**src/rtl/atom_pkg.sv**
```systemverilog
package atom_pkg;

    typedef enum logic [2:0] {
        OP_READ  = 3'd0,
        OP_WRITE = 3'd1,
        OP_LL    = 3'd2,
        OP_SC    = 3'd3,
        OP_CAS   = 3'd4
    } op_e;

    typedef enum logic [2:0] {
        ST_IDLE,
        ST_ARG2,
        ST_EXEC,
        ST_RSP_HEAD,
        ST_RSP_TAIL
    } state_e;

endpackage

```
**src/rtl/atom_word_mem.sv**
```systemverilog
module atom_word_mem #(
    parameter int DW    = 32,
    parameter int DEPTH = 16,
    localparam int IW   = $clog2(DEPTH)
) (
    input  logic          clk,
    input  logic          rst_n,
    input  logic          we,
    input  logic [IW-1:0] idx,
    input  logic [DW-1:0] wdata,
    output logic [DW-1:0] rdata
);

    logic [DW-1:0] mem_q [DEPTH];

    always_ff @(posedge clk or negedge rst_n) begin
        if (!rst_n) begin
            for (int i = 0; i < DEPTH; i++) mem_q[i] <= '0;
        end else if (we) begin
            mem_q[idx] <= wdata;
        end
    end

    assign rdata = mem_q[idx];

    AST_WRITE_LANDS: assert property (@(posedge clk) disable iff (!rst_n)
        we |=> mem_q[$past(idx)] == $past(wdata));

endmodule

```
**src/rtl/atom_resv_table.sv**
```systemverilog
module atom_resv_table #(
    parameter int IW      = 4,
    parameter int SW      = 32,
    parameter int ENTRIES = 4,
    localparam int PW     = (ENTRIES > 1) ? $clog2(ENTRIES) : 1
) (
    input  logic          clk,
    input  logic          rst_n,
    input  logic [IW-1:0] op_idx,
    input  logic          alloc_en,
    output logic [SW-1:0] alloc_sig,
    input  logic [SW-1:0] chk_sig,
    output logic          chk_hit,
    input  logic          clr_en
);

    logic [ENTRIES-1:0] live_q;
    logic [IW-1:0]      eidx_q [ENTRIES];
    logic [SW-1:0]      esig_q [ENTRIES];
    logic [PW-1:0]      rr_q;
    logic [SW-1:0]      sig_q;
    logic [ENTRIES-1:0] hit_vec;
    logic [ENTRIES-1:0] on_word;

    // Signature counter and round-robin pointer advance once per LL.
    always_ff @(posedge clk or negedge rst_n) begin
        if (!rst_n) begin
            sig_q <= '0;
            rr_q  <= '0;
        end else if (alloc_en) begin
            sig_q <= sig_q + 1'b1;
            rr_q  <= (rr_q == PW'(ENTRIES - 1)) ? '0 : rr_q + 1'b1;
        end
    end

    for (genvar i = 0; i < ENTRIES; i++) begin : g_entry
        assign on_word[i] = live_q[i] && (eidx_q[i] == op_idx);
        assign hit_vec[i] = on_word[i] && (esig_q[i] == chk_sig);

        always_ff @(posedge clk or negedge rst_n) begin
            if (!rst_n) begin
                live_q[i] <= 1'b0;
                eidx_q[i] <= '0;
                esig_q[i] <= '0;
            end else if (alloc_en && rr_q == PW'(i)) begin
                live_q[i] <= 1'b1;
                eidx_q[i] <= op_idx;
                esig_q[i] <= sig_q;
            end else if (clr_en && on_word[i]) begin
                live_q[i] <= 1'b0;
            end
        end
    end

    assign alloc_sig = sig_q;
    assign chk_hit   = |hit_vec;

    AST_SIG_STEP: assert property (@(posedge clk) disable iff (!rst_n)
        alloc_en |=> sig_q == $past(sig_q) + 1'b1);
    AST_SIG_UNIQUE: assert property (@(posedge clk) disable iff (!rst_n)
        $onehot0(hit_vec));
    AST_ALLOC_CLR_APART: assert property (@(posedge clk) disable iff (!rst_n)
        !(alloc_en && clr_en));
    AST_CLR_EMPTIES: assert property (@(posedge clk) disable iff (!rst_n)
        clr_en |=> (on_word == '0) || !$stable(op_idx));

endmodule

```
**src/rtl/atom_mem_target.sv**
```systemverilog
module atom_mem_target #(
    parameter int DW      = 32,
    parameter int DEPTH   = 16,
    parameter int RESV    = 4,
    localparam int IW     = $clog2(DEPTH)
) (
    input  logic          clk,
    input  logic          rst_n,
    input  logic          cmd_valid,
    output logic          cmd_ready,
    input  logic [2:0]    cmd_op,
    input  logic [IW-1:0] cmd_widx,
    input  logic [DW-1:0] cmd_wdata,
    output logic          rsp_valid,
    input  logic          rsp_ready,
    output logic [DW-1:0] rsp_data,
    output logic          rsp_eop
);
    import atom_pkg::*;

    localparam logic [DW-1:0] RES_OK   = '0;
    localparam logic [DW-1:0] RES_FAIL = DW'(1);

    state_e        state_q, state_d;
    op_e           op_q;
    logic [IW-1:0] idx_q;
    logic [DW-1:0] opa_q, opb_q, d0_q, d1_q;
    logic          two_q;

    logic          cmd_fire;
    logic          ex_we, ex_clr, ex_alloc, chk_hit;
    logic [DW-1:0] ex_wdata, ex_res, mem_rdata, alloc_sig;

    atom_word_mem #(.DW(DW), .DEPTH(DEPTH)) u_mem (
        .clk   (clk),
        .rst_n (rst_n),
        .we    (ex_we),
        .idx   (idx_q),
        .wdata (ex_wdata),
        .rdata (mem_rdata)
    );

    atom_resv_table #(.IW(IW), .SW(DW), .ENTRIES(RESV)) u_resv (
        .clk       (clk),
        .rst_n     (rst_n),
        .op_idx    (idx_q),
        .alloc_en  (ex_alloc),
        .alloc_sig (alloc_sig),
        .chk_sig   (opb_q),
        .chk_hit   (chk_hit),
        .clr_en    (ex_clr)
    );

    assign cmd_fire = cmd_valid && cmd_ready;

    // Execute-stage datapath: active only in ST_EXEC.
    always_comb begin
        ex_we    = 1'b0;
        ex_wdata = opa_q;
        ex_clr   = 1'b0;
        ex_alloc = 1'b0;
        ex_res   = RES_FAIL;
        if (state_q == ST_EXEC) begin
            case (op_q)
                OP_READ: begin
                    ex_res = mem_rdata;
                    ex_clr = 1'b1;
                end
                OP_WRITE: begin
                    ex_we  = 1'b1;
                    ex_clr = 1'b1;
                    ex_res = RES_OK;
                end
                OP_LL: begin
                    ex_alloc = 1'b1;
                    ex_res   = mem_rdata;
                end
                OP_SC: begin
                    if (chk_hit) begin
                        ex_we  = 1'b1;
                        ex_clr = 1'b1;
                        ex_res = RES_OK;
                    end
                end
                OP_CAS: begin
                    ex_wdata = opb_q;
                    if (mem_rdata == opa_q) begin
                        ex_we  = 1'b1;
                        ex_clr = 1'b1;
                        ex_res = RES_OK;
                    end
                end
                default: ex_res = RES_FAIL;
            endcase
        end
    end

    // Next-state logic.
    always_comb begin
        state_d = state_q;
        unique case (state_q)
            ST_IDLE:
                if (cmd_fire)
                    state_d = (cmd_op == OP_SC || cmd_op == OP_CAS) ? ST_ARG2 : ST_EXEC;
            ST_ARG2:
                if (cmd_fire) state_d = ST_EXEC;
            ST_EXEC:
                state_d = ST_RSP_HEAD;
            ST_RSP_HEAD:
                if (rsp_ready) state_d = two_q ? ST_RSP_TAIL : ST_IDLE;
            ST_RSP_TAIL:
                if (rsp_ready) state_d = ST_IDLE;
            default:
                state_d = ST_IDLE;
        endcase
    end

    // State register.
    always_ff @(posedge clk or negedge rst_n) begin
        if (!rst_n) state_q <= ST_IDLE;
        else        state_q <= state_d;
    end

    // Operand and result registers.
    always_ff @(posedge clk or negedge rst_n) begin
        if (!rst_n) begin
            op_q  <= OP_READ;
            idx_q <= '0;
            opa_q <= '0;
            opb_q <= '0;
            d0_q  <= '0;
            d1_q  <= '0;
            two_q <= 1'b0;
        end else begin
            if (state_q == ST_IDLE && cmd_fire) begin
                op_q  <= op_e'(cmd_op);
                idx_q <= cmd_widx;
                opa_q <= cmd_wdata;
            end
            if (state_q == ST_ARG2 && cmd_fire) opb_q <= cmd_wdata;
            if (state_q == ST_EXEC) begin
                d0_q  <= ex_res;
                d1_q  <= alloc_sig;
                two_q <= (op_q == OP_LL);
            end
        end
    end

    // Outputs.
    always_comb begin
        cmd_ready = (state_q == ST_IDLE) || (state_q == ST_ARG2);
        rsp_valid = (state_q == ST_RSP_HEAD) || (state_q == ST_RSP_TAIL);
        rsp_data  = (state_q == ST_RSP_TAIL) ? d1_q : d0_q;
        rsp_eop   = (state_q == ST_RSP_TAIL) || (state_q == ST_RSP_HEAD && !two_q);
    end

    AST_RSP_HOLD: assert property (@(posedge clk) disable iff (!rst_n)
        rsp_valid && !rsp_ready |=> rsp_valid && $stable(rsp_data) && $stable(rsp_eop));
    AST_BUSY_NO_CMD: assert property (@(posedge clk) disable iff (!rst_n)
        rsp_valid |-> !cmd_ready);
    AST_LL_TWO_FLITS: assert property (@(posedge clk) disable iff (!rst_n)
        rsp_valid && rsp_ready && !rsp_eop |=> rsp_valid && rsp_eop);
    AST_SC_NEEDS_HIT: assert property (@(posedge clk) disable iff (!rst_n)
        state_q == ST_EXEC && op_q == OP_SC && !chk_hit |-> !ex_we);

endmodule

```
**config.mk**
```make
export PLATFORM = sky130hd
export DESIGN_NAME = atom_mem_target
export DESIGN_NICKNAME = d
export VERILOG_FILES = /design/src/rtl/atom_pkg.sv /design/src/rtl/atom_word_mem.sv /design/src/rtl/atom_resv_table.sv /design/src/rtl/atom_mem_target.sv
export SDC_FILE = /design/constraint.sdc
export NUM_CORES = 1
export LEC_CHECK = 0
export CAP_MARGIN = 20
export CELL_PAD_IN_SITES_DETAIL_PLACEMENT = 0
export CELL_PAD_IN_SITES_GLOBAL_PLACEMENT = 1
export CORE_UTILIZATION = 50
export CTS_CLUSTER_SIZE = 28
export DETAILED_ROUTE_END_ITERATION = 6
export HOLD_SLACK_MARGIN = 0.15
export PLACE_DENSITY_LB_ADDON = 0.1
export SYNTH_ARGS = -nofsm -noshare
export SYNTH_HDL_FRONTEND = slang
export SYNTH_HIERARCHICAL = 1
export SYNTH_SLANG_ARGS = --single-unit
```
**constraint.sdc**
```tcl
create_clock -name clk -period 5.45 [get_ports clk]
set_clock_uncertainty 0.2 [all_clocks]
set_input_delay 0.8175 -clock clk [delete_from_list [all_inputs] [get_ports clk]]
set_output_delay 0.8175 -clock clk [all_outputs]
set_load 0.01 [all_outputs]
```
* Yosys cells after proc, flatten, opt, wreduce, memory -nomap -nowiden
Cells that the tools add are included.
** Operators by class
- Add/subtract/negate cells :: 2
- Magnitude comparators :: 2
- Equal/unequal tests :: 26
- Mux-type cells :: 36
- Bitwise gates (word level) :: 1
- Reduce and logical (&&, ||, !) cells :: 37
** Operators with widths (number)
- $bwmux 512 :: 1
- $mux 32 :: 6
- $eq 32x32->1 :: 5
- $bmux 32 s4 :: 1
- $demux 32 s4 :: 1
- $pmux 32 s4 :: 1
- $add 32x1->32 const B :: 1
- $logic_and 1x1->1 :: 21
- $eq 4x4->1 :: 4
- $mux 1 :: 16
- $eq 3x2->1 const B :: 5
- $mux 3 :: 5
- $pmux 3 s5 :: 1
- $eq 3x3->1 const B :: 3
- $ne 2x2->1 const B :: 4
- $reduce_bool 2->1 :: 4
- $eq 3x1->1 const B :: 2
- $logic_not 3->1 :: 2
- $pmux 1 s3 :: 2
- $ge 5x5->1 const B :: 1
- $lt 5x1->1 const B :: 1
- $not 4->5 :: 1
- $eq 2x2->1 const B :: 2
- $logic_or 1x1->1 :: 4
- 8 further kinds :: 10
** Storage, ports and cells
- Register bits after elaboration :: 833
- Input bits :: 43
- Output and inout bits :: 35
- Word-level logic and storage cells :: 142

* Depth between registers and ports, before layout
- Word-level depth :: 11
- Depth in mapped cells :: 16
- Gate-level depth less buffers :: 11

* Cells and area by module
The synthesis kept the hierarchy.
** Modules (own cells, without submodules)
- atom_word_mem :: times used 1, cells each 1407, area an instance 22871.9 sq um, seq. area each 12812.3 sq um
- atom_resv_table :: times used 1, cells each 670, area an instance 8625.8 sq um, seq. area each 4554.4 sq um
- atom_mem_target :: times used 1, cells each 657, area an instance 6553.8 sq um, seq. area each 3478.3 sq um

* Worst setup path before layout
OpenSTA, ideal clock, no wires.
- Path type :: flip-flop to flip-flop
- Start point :: register idx_q[0]
- End point :: register u_mem/mem_q[449] in the netlist's numbering
- Library setup time :: 0.125 ns
- Data arrival time :: 3.975 ns
- Required time :: 5.125 ns
- Slack :: 1.150 ns
- Cell stages (with the launch flop) :: 16
- Buffers on the path :: 4
- Period minus slack after synthesis :: 4.300 ns
- Cell sequence :: dfrtp_1 buf_2 buf_4 buf_2 mux4_2 a22oi_1 nand2_1 xnor2_1 nand4_1 nor4_1 nand4_1 a21oi_1 nand2_1 nor4_2 buf_2 mux2_2
** On the way
- Cells in the longest elaborated chain, start to end :: 8
- Elaborated cells between the ends (all ways) :: 28
- Those cells by class :: order compare (2); eq/ne (5); mux (10); bitwise (1); reduce/logical (10)
** Ends and longest elaborated chain
- start, declared :: line atom_mem_target.sv:26 : logic [IW-1:0] idx_q;
- start signal, assigned :: line atom_mem_target.sv:137 : idx_q <= cmd_widx;
- $not 4->5 (implied by the code) :: line atom_word_mem.sv:24 : assign rdata = mem_q[idx];
- $bmux 32 s4 :: line atom_word_mem.sv:24
- $mux 32 (implied by the code) (2 in series) :: line atom_word_mem.sv:24
- named net mem_rdata[11] :: line atom_mem_target.sv:32 : logic [DW-1:0] ex_wdata, ex_res, mem_rdata, alloc_sig;
- $eq 32x32->1 :: line atom_mem_target.sv:87 : if (mem_rdata == opa_q) begin
- $mux 1 :: line atom_mem_target.sv:87
- $pmux 1 s3 :: line atom_mem_target.sv:64 : case (op_q)
- $mux 1 :: line atom_mem_target.sv:63 : if (state_q == ST_EXEC) begin
- named net ex_we :: line atom_mem_target.sv:31 : logic ex_we, ex_clr, ex_alloc, chk_hit;
- end signal, assigned by index :: line atom_word_mem.sv:20 : mem_q[idx] <= wdata;
- end, declared :: line atom_word_mem.sv:14 : logic [DW-1:0] mem_q [DEPTH];
The timed path passes the listed nets, and every way through them passes these cells. The select of a mux whose other input is x is not followed.
A chain may end at the register's enable or synchronous reset.

* Worst setup path after layout
- Start point :: register idx_q[0]
- End point :: register u_mem/mem_q[483] in the netlist's numbering
Same word-level chain as after synthesis.

==> results by group <==
Synth
  – Post-synth top area share: 54.8%
  – Mapped Area: 38,100 um2
  – Yosys warns: 6
  – Post-Synthesis Cells: between 2,000 and 3,000
  – Average instance area after synthesis: 13.9 um2
  – Top cells by area, synth: dfrtp_1 (55%), mux2_2 (21%), mux4_2 (7.6%), xor2_1 (3.6%), nand2_1 (3.3%)
  – Library cells used by synthesis: 50
  – Seq cells post-synth: approximately 830
  – Leading area contributor after synthesis: dfrtp_1
  – Register area share after synthesis: 54.8%
  – Net Count, Synth: around 2,800

Layout
  – Area added between synthesis and finish: 14.0%
  – Layout cells sized above 1: slightly below 40%
  – # fillers: 5,925
  – Most common cell after layout, fill and taps aside: dfrtp_1
  – Fin area: between 40,000 and 50,000 um2
  – Most frequent cells in the layout: dfrtp_1 (831), mux2_2 (712), nand2_1 (329), xor2_1 (157), mux4_2 (128)
  – Final nets: 2,841

Setup path
  – Critical path's most frequent cell: buf_12
  – Slowest cell on crit path: dfrtp_4
  – R2r worst-path depth: 16
  – Worst-path cell chain: buf_12, buf_12, mux4_2, a22oi_1, nand2_1, xnor2_1, nand4_1, nor4_1, buf_4, nand4_1, a21oi_1, buf_4, nand2b_4, or4_2, buf_12, mux2_1
  – Crit path max fanout: 32
  – Crit end category: flip-flop
  – CP arrival: ~5.5 ns
  – Worst setup SP type: flip-flop
  – Delay of the slowest critical-path stage: between 0.6 and 0.7 ns
  – Worst path required time: 5.77 ns
  – Crit path kind: flip-flop to flip-flop

Power and ir drop
  – Switching Fraction: approximately 34%
  – Reg power frac: around two fifths
  – Internal cell power: 14.7 mW
  – Clock Power Share: between 20 and 30%
  – VDD IR max: between 0.0003 and 0.0004 V
  – Tot Pwr: about 22 mW
  – Comb pwr share: 31.2%
  – P_leak: between 20 and 25 nW
  – NetSw: roughly 7.7 mW
  – PD cells: slightly above 500 nW/um2

Clocking
  – Worst-Skew Late Latency: 0.65 ns
  – Clock transition at path regs: about 0.060 ns
  – CTS tree: yes
  – # H-tree levels: 3
  – Root Buffer Master: clkbuf_16
  – CTS sink count: around 830
  – Clk buf depth: 3
  – Inserted Clock Buffers: between 90 and 100

Min path
  – Tightest Hold Check Type: flip-flop to flip-flop
  – Hold-critical path depth: 2

Floorplan
  – Die area: between 70,000 and 80,000 um2
  – I/O pins: 78
  – Core area: roughly 75,000 um2
  – Initial Util: around half
  – Die width: roughly 280 um
  – Row count: 100
  – Die Y-Extent: 278 um

Placement
  – DP Area: roughly 40,000 um2
  – DPL Wire Length: 66.3 mm
  – Dpl ws: -0.0456 ns
  – IO Port Bufs: 77
  – Global placer's final weighted congestion: between 0.8 and 0.9

Timing
  – Final period utilization: 94.7%
  – Hold Slack: 0.269 ns
  – Endpoints failing setup: 0
  – Final Hold Viols: 0
  – Worst Max-Slew Pin Slew: around 1.1 ns
  – Slew margin rel.: roughly 26%
  – Setup TNS: 0 ns
  – Final worst slack: approximately 0.29 ns
  – Unrepaired setup endpoints after global routing: no
  – Final Max Tran Viols: 0
  – Fmax: roughly 0.19 GHz
  – Min Tclk post-route: approximately 5.2 ns

Global routing
  – Vias in the first global route: 24,100
  – Initial antenna violation count: 0
  – Global route total overflow: 0
  – Total Routing Usage GR: a little over a quarter
  – Maximum number of pins on one net before global-route repair: between 100 and 150
  – First-pass GRT wire length: roughly 160 mm

Detailed routing
  – First-pass iteration count of the detailed router: 5
  – DRC Markers: 0
  – Via density per instance: roughly 6
  – Via count: between 20,000 and 25,000
  – Iter 0 DRT Violations: around 1,600
  – Post-route ant nets: 0
  – DRT Wirelength: approximately 100 mm
  – DR WL/cell: 26.8 um

Run status
  – Outcome: complete, no violations

Job
  – Max_cap viols: 0
cell families after synthesis:
family / after synthesis / synth area share [%]
mux: 880 / 29.8
flops: 833 / 54.8
simple gates: 515 / 6.23
xor+xnor: 207 / 4.76
buf+inv: 205 / 2.58
compound gates: 89 / 1.65
fa+ha+maj: 5 / 0.164
area by class of cell:
type | instances | area, um2 | share of cell area, %
sequential | 833 | 20900 | 48.1
multi-input combinational | 1696 | 16400 | 37.8
clock buffer | 140 | 2770 | 6.37
timing repair buffer | 165 | 1870 | 4.32
tap | 969 | 1210 | 2.80
clock inverter | 24 | 264 | 0.609
inverter | 6 | 22.5 | 0.0519
antenna | 1 | 2.50 | 0.00577
critical path: cells and delay by family, from the launching register on:
| kind | cells | cell delay, ns |
|---|---|---|
| AND/OR/NAND/NOR | 6 | 1.45 |
| multiplexers | 2 | 0.87 |
| XOR/XNOR | 1 | 0.34 |
| buffers and inverters | 5 | 1.06 |
| flip-flops | 1 | 0.61 |
| AO/OA/AOI/OAI | 2 | 0.44 |
power by group through the flow:
stage | clock (mW) | combinational [mW] | sequential, mW
2_1_floorplan | 0 | 4.84 | 8.64
3_3_place_gp | 0 | 6.79 | 9.20
4_1_cts | 6.32 | 6.97 | 9.21
6_report | 6.20 | 6.99 | 9.21
5_1_grt | 6.56 | 7.45 | 9.42
3_5_place_dp | 0 | 6.94 | 9.32
Yosys cell counts, drive strengths merged:
cell / n
a21o: 2
o32ai: 1
a22oi: 64
and4: 4
nor4: 35
and3: 8
o31a: 1
a21oi: 5
nor3b: 4
o21ai: 13
o221a: 1
o22ai: 1
nand3: 46
nand3b: 3
inv: 6
xor2: 157
xnor2: 50
mux2: 752
nor2b: 3
clkbuf: 87
nor3: 18
ha: 5
nand4: 24
nor2: 23
dfrtp: 833
or4: 2
or3: 3
nand2b: 6
mux4: 128
nand2: 333
buf: 112
and2: 3
o31ai: 1
flip-flops by register name, indices dropped and copies added (netlist names):
signal / flops
d0_q: 32
idx_q: 4
d1_q: 32
u_resv/rr_q: 2
u_resv/live_q: 4
u_resv/eidx_q: 16
u_resv/alloc_sig: 32
two_q: 1
u_resv/esig_q: 128
opb_q: 32
opa_q: 32
u_mem/mem_q: 512
state_q: 3
op_q: 3
path summary, 6_finish.rpt:
check	start	to	slack (ns)
setup / recovery	idx_q[0]	u_mem/mem_q[483]	0.29
hold / removal	d0_q[1]	d0_q[1]	0.27
setup reg to reg	idx_q[0]	u_mem/mem_q[483]	0.29
hold reg to reg	d0_q[1]	d0_q[1]	0.27
max in group asynchronous	rst_n	u_mem/mem_q[93]	3.15
min in group asynchronous	rst_n	u_resv/rr_q[0]	0.62
routing by layer:
metal	global-route usage (%)	part of all wire, %	up-vias
met5	0	0	-
met4	8.64	3.0	0
met3	3.37	3.7	165
met2	43.8	49	536
met1	38.0	45	12300
li1	-	-	9844
through the flow:
stage                     util (%)  cells
after floorplan                  -   2734
after global routing          58.0   3833
after CTS                     57.9   3830
after detailed placement      53.8   3665
final                         58.0   3834
after global placement        53.8   3664
what timing repair did:
item / in CTS / in global routing
hold buffers: 1 / 0
endpoints found under the hold margin: 86 / 0
setup buffers: 0 / 1
resized for setup: 1 / 0
setup endpoints to repair: 146 / 181
(Power assumes the default switching activity.)
